`src/rtl/hs_pkg.sv`:
```
package hs_pkg;
  localparam int STAT_W = 3;
  typedef struct packed {
    logic obf_n;
    logic irq;
    logic en;
  } hs_status_t;
endpackage

```
`src/rtl/hs_ack_sync.sv`:
```
module hs_ack_sync #(
  parameter int STAGES = 2
) (
  input  logic clk,
  input  logic rst,
  input  logic ack_n_i,
  output logic ack_lvl_o,
  output logic ack_rise_o
);
  logic [STAGES-1:0] chain_q;
  logic              prev_q;

  generate
    for (genvar g = 0; g < STAGES; g++) begin : g_stage
      if (g == 0) begin : g_first
        always_ff @(posedge clk) begin
          if (rst) chain_q[g] <= 1'b1;
          else     chain_q[g] <= ack_n_i;
        end
      end else begin : g_rest
        always_ff @(posedge clk) begin
          if (rst) chain_q[g] <= 1'b1;
          else     chain_q[g] <= chain_q[g-1];
        end
      end
    end
  endgenerate

  always_ff @(posedge clk) begin
    if (rst) prev_q <= 1'b1;
    else     prev_q <= chain_q[STAGES-1];
  end

  assign ack_lvl_o  = chain_q[STAGES-1];
  assign ack_rise_o = chain_q[STAGES-1] & ~prev_q;

  // an edge pulse is one cycle wide
  assert_rise_single_R5: assert property (@(posedge clk) disable iff (rst)
    ack_rise_o |=> !ack_rise_o);
endmodule

```
`src/rtl/hs_data_reg.sv`:
```
module hs_data_reg #(
  parameter int W = 8
) (
  input  logic         clk,
  input  logic         rst,
  input  logic         load_i,
  input  logic [W-1:0] d_i,
  output logic [W-1:0] q_o
);
  always_ff @(posedge clk) begin
    if (rst)         q_o <= '0;
    else if (load_i) q_o <= d_i;
  end

  assert_data_hold_R3: assert property (@(posedge clk) disable iff (rst)
    !load_i |=> $stable(q_o));
  assert_data_load_R2: assert property (@(posedge clk) disable iff (rst)
    load_i |=> (q_o == $past(d_i)));
endmodule

```
`src/rtl/hs_flags.sv`:
```
module hs_flags (
  input  logic clk,
  input  logic rst,
  input  logic wr_i,
  input  logic en_i,
  input  logic ack_lvl_i,
  input  logic ack_rise_i,
  output logic obf_n_o,
  output logic irq_o
);
  logic irq_q;

  always_ff @(posedge clk) begin
    if (rst)             obf_n_o <= 1'b1;
    else if (wr_i)       obf_n_o <= 1'b0;
    else if (!ack_lvl_i) obf_n_o <= 1'b1;
  end

  always_ff @(posedge clk) begin
    if (rst)                                      irq_q <= 1'b0;
    else if (wr_i || !en_i)                       irq_q <= 1'b0;
    else if (ack_rise_i && ack_lvl_i && obf_n_o)  irq_q <= 1'b1;
  end

  assign irq_o = irq_q & en_i;

  assert_wr_obf_R2: assert property (@(posedge clk) disable iff (rst)
    wr_i |=> !obf_n_o);
  assert_ack_release_R3: assert property (@(posedge clk) disable iff (rst)
    (!ack_lvl_i && !wr_i) |=> obf_n_o);
  assert_obf_hold_R4: assert property (@(posedge clk) disable iff (rst)
    (obf_n_o && !wr_i) |=> obf_n_o);
  assert_irq_cause_R5: assert property (@(posedge clk) disable iff (rst)
    $rose(irq_q) |-> (obf_n_o && $past(en_i)));
  assert_wr_irq_R7: assert property (@(posedge clk) disable iff (rst)
    wr_i |=> !irq_q);
  assert_en_drop_R8: assert property (@(posedge clk) disable iff (rst)
    !en_i |=> !irq_q);
endmodule

```
`src/rtl/hs_strobe_out_port.sv`:
```
module hs_strobe_out_port #(
  parameter int DATA_W      = 8,
  parameter int SYNC_STAGES = 2
) (
  input  logic              clk,
  input  logic              rst,
  input  logic              wr_stb,
  input  logic [DATA_W-1:0] wr_data,
  input  logic              int_en,
  input  logic              ack_n,
  output logic              obf_n,
  output logic              irq,
  output logic [DATA_W-1:0] port_data,
  output logic [hs_pkg::STAT_W-1:0] status
);
  import hs_pkg::*;

  logic       ack_lvl;
  logic       ack_rise;
  hs_status_t stat_s;

  hs_ack_sync #(.STAGES(SYNC_STAGES)) u_sync (
    .clk(clk), .rst(rst), .ack_n_i(ack_n),
    .ack_lvl_o(ack_lvl), .ack_rise_o(ack_rise)
  );

  hs_data_reg #(.W(DATA_W)) u_data (
    .clk(clk), .rst(rst), .load_i(wr_stb), .d_i(wr_data), .q_o(port_data)
  );

  hs_flags u_flags (
    .clk(clk), .rst(rst), .wr_i(wr_stb), .en_i(int_en),
    .ack_lvl_i(ack_lvl), .ack_rise_i(ack_rise),
    .obf_n_o(obf_n), .irq_o(irq)
  );

  always_comb begin
    stat_s.obf_n = obf_n;
    stat_s.irq   = irq;
    stat_s.en    = int_en;
  end
  assign status = stat_s;

  always_comb begin
    if (!rst) assert_irq_mask_R8: assert (int_en || !irq);
  end
endmodule

```
`config.mk`:
```
export PLATFORM = sky130hd
export DESIGN_NAME = hs_strobe_out_port
export DESIGN_NICKNAME = d
export VERILOG_FILES = /design/src/rtl/hs_pkg.sv /design/src/rtl/hs_ack_sync.sv /design/src/rtl/hs_data_reg.sv /design/src/rtl/hs_flags.sv /design/src/rtl/hs_strobe_out_port.sv
export SDC_FILE = /design/constraint.sdc
export NUM_CORES = 1
export LEC_CHECK = 0
export BUFFER_PORTS_ARGS = -buffer_cell sky130_fd_sc_hd__buf_2
export CAP_MARGIN = 20
export CORE_MARGIN = 2
export CORE_UTILIZATION = 28
export CTS_CLUSTER_DIAMETER = 50
export DETAILED_ROUTE_END_ITERATION = 12
export SKIP_LAST_GASP = 1
export SLEW_MARGIN = 10
export SYNTH_ARGS = -nofsm -noshare
export SYNTH_HDL_FRONTEND = slang
export SYNTH_HIERARCHICAL = 1
export SYNTH_SLANG_ARGS = --single-unit
export TNS_END_PERCENT = 10
```
`constraint.sdc`:
```
create_clock -name clk -period 1.8 [get_ports clk]
set_input_delay 0.36 -clock clk [delete_from_list [all_inputs] [get_ports clk]]
set_output_delay 0.36 -clock clk [all_outputs]
set_load 0.05 [all_outputs]
```
==> flow_summary.toml <==
[power]
power.density_nw_per_um2 = 973
p_leak_nw = 0.311
fin_total_pwr_uw = 591
peakVddDrop_mv = 0.533

[sta]
fin_ws_ps = 462
setup_viol = 0
finClkSkew_ps = 2.34
final.setup.tns_ps = 0
slew_viol_final = 0
hold_violations = 0
finalCritPeriodShare_pct = 74.3
worstMarginPinSlew_ps = 286
rsz0062_at_grt = "no"
max-slew-margin-rel_pct = 81.0
max_freq_mhz = 747
min_period_ps = 1340

[setup_path]
worst-path-buf-inv = 1
worstSetupPathDepth = 2
crit_slowest_cell = "dfxtp_1"
rrSetupSlack_ps = 940
path_cells = "and2_1 -> buf_2"
crit_path_end_kind = "primary output"
path_class = "flop to primary output"
max_stage_delay_ps = 330
crit_family = "flip-flops"
r2r.worst_path.cells = 3
r2r-end = "u_flags/irq_q"
crit_arrival_ps = 980
worstPathRequired_ps = 1440
crit_path_start = "u_flags/irq_q"
critPathMaxFanout = 2
critPathLaunchType = "flop"
critPathCapture = "irq"
r2r-start = "u_sync/ack_lvl_o"

[clocking]
ctsResizeCount = 0
clockRootBuffer = "clkbuf_4"
ctsHoldBuffers = 0
path_clk_slew_ps = 70
clock_path_buffers = 2
cts_tree = "yes"
clock-sinks = 13
cts_setup_buffers = 0
clk_latency_ps = 270
numCtsBuffers = 3
htreeDepth = 1

[global_route]
overflow = 0
grt_antenna_before_repair = 0
grt_usage_pct = 9.39
grt_max_degree = 14
grt_pass1_wl_mm = 1.33
grt_pass1_vias = 308

[finish]
nets = 81
drive_gt1_share_pct = 43.3
n_antenna_cell = 0
final_cell_mix = "25 x buf_2, 13 x dfxtp_1, 8 x mux2i_1, 8 x nor2_1"
final_common_cell = "buf_2"
final_cells = 83
fill_cells = 167
area_growth_pct = 28.2

[logic_synthesis]
synth_top_area_cell = "dfxtp_1"
syn_avg_cell_area_sq_um = 11.0
yosys-top-cells-area = "dfxtp_1 55%, mux2i_1 17%, nor2_1 6.3%"
synth_fp_nets = 56
yosys.area.top_type_share_pct = 54.9
yosysSeqAreaShare_pct = 54.9
synth_seq_cells = 13
synth.distinct_cells = 12
syn-instance-count = 43
syn_area_sq_um = 474
yosysWarnings = 6

[floorplanning]
die_x_microns = 45.2
core_area_sq_um = 1540
die_h_microns = 45.2
core.rowCount = 14
ioPinCount = 26
die_area_sq_um = 2040
start_util_pct = 30.8

[worst_hold_path]
hold_path_class = "input port to flop"
hold_depth = 2
hp-start = "ack_n"

[drt]
totalWireLength_microns = 819
firstDrtPassIters = 1
first_iter_violations = 0
post_drt_wl_per_cell_microns = 9.87
vias = 370
drtAntennaViolNets = 0
avgViaCountPerCell = 4.46
drc = 0

[run_status]
status = "completed"

[placement]
io_buffers = 25
place_congestion = 0.596
pre_cts_slack_ps = 605
dpl.cell_count = 79

[run]
drv_cap = 0
## where the power goes
part	internal [mW]	leakage, nW	switching (mW)
clock	0.0857	0.0150	0.0862
combinational	0.0330	0.188	0.0771
sequential	0.302	0.107	0.00702
## layout make-up
class / instances / area [sq um] / area share, %
clock buffers: 4 / 26.3 / 4.32
multi-input cells: 25 / 176 / 29.0
flip-flops and latches: 13 / 260 / 42.8
well taps: 16 / 20.0 / 3.29
repair buffers: 25 / 125 / 20.6
## sequential cells by signal, summed over array words and instances (netlist names)
signal / count
u_data/q_o: 8
u_flags/irq_q: 1
u_flags/obf_n_o: 1
u_sync/ack_lvl_o: 1
u_sync/chain_q: 1
u_sync/prev_q: 1
## worst min path at each step
stage,to,slack (ps)
after floorplan,u_sync/ack_lvl_o,390
after global placement,u_sync/ack_lvl_o,390
after detailed placement,u_sync/ack_lvl_o,410
after CTS,u_sync/chain_q[0],260
after global routing,u_sync/chain_q[0],260
final,u_sync/chain_q[0],270
## cells in the mapped netlist
cell	count
a31oi_1	1
and2_1	1
buf_1	1
buf_4	3
buf_6	1
dfxtp_1	13
mux2i_1	8
nor2_1	8
nor2b_1	2
nor4b_2	1
o21bai_1	1
or2_1	3
## routing by layer
layer | wire (microns) | GRT usage (%) | vias to the layer above
li1 | - | - | 187
met2 | 389 | 13.4 | 19
met1 | 348 | 11.2 | 164
met3 | 80 | 6.00 | 0
met4 | 0 | 3.53 | 0
met5 | 0 | 0 | -
## worst reg2reg max path: cells and delay by family, from the launching register on
family	cells	cell delay, ps
simple gates	2	340
compound gates	1	100
flops	1	350
## logic make-up (layout without fill, tap and decap cells)
kind of cell / Yosys count / in the layout / share of synthesized area, %
muxes: 8 / 8 / 16.9
AOI/OAI and AO/OA: 2 / 2 / 2.90
buffers and inverters: 5 / 29 / 7.91
DFF: 13 / 13 / 54.9
and+or+nand+nor: 15 / 15 / 17.4
## stage by stage
step | cell area [sq um] | util (%) | hold WS (ps)
finish | 608 | 39.4 | 268
global route | 608 | 39.4 | 263
CTS | 608 | 39.4 | 260
detailed placement | 582 | 37.7 | 407
global placement | 582 | 37.7 | 387
floorplan | 474 | - | 385
No activity file was read; power rests on OpenSTA's default activity.
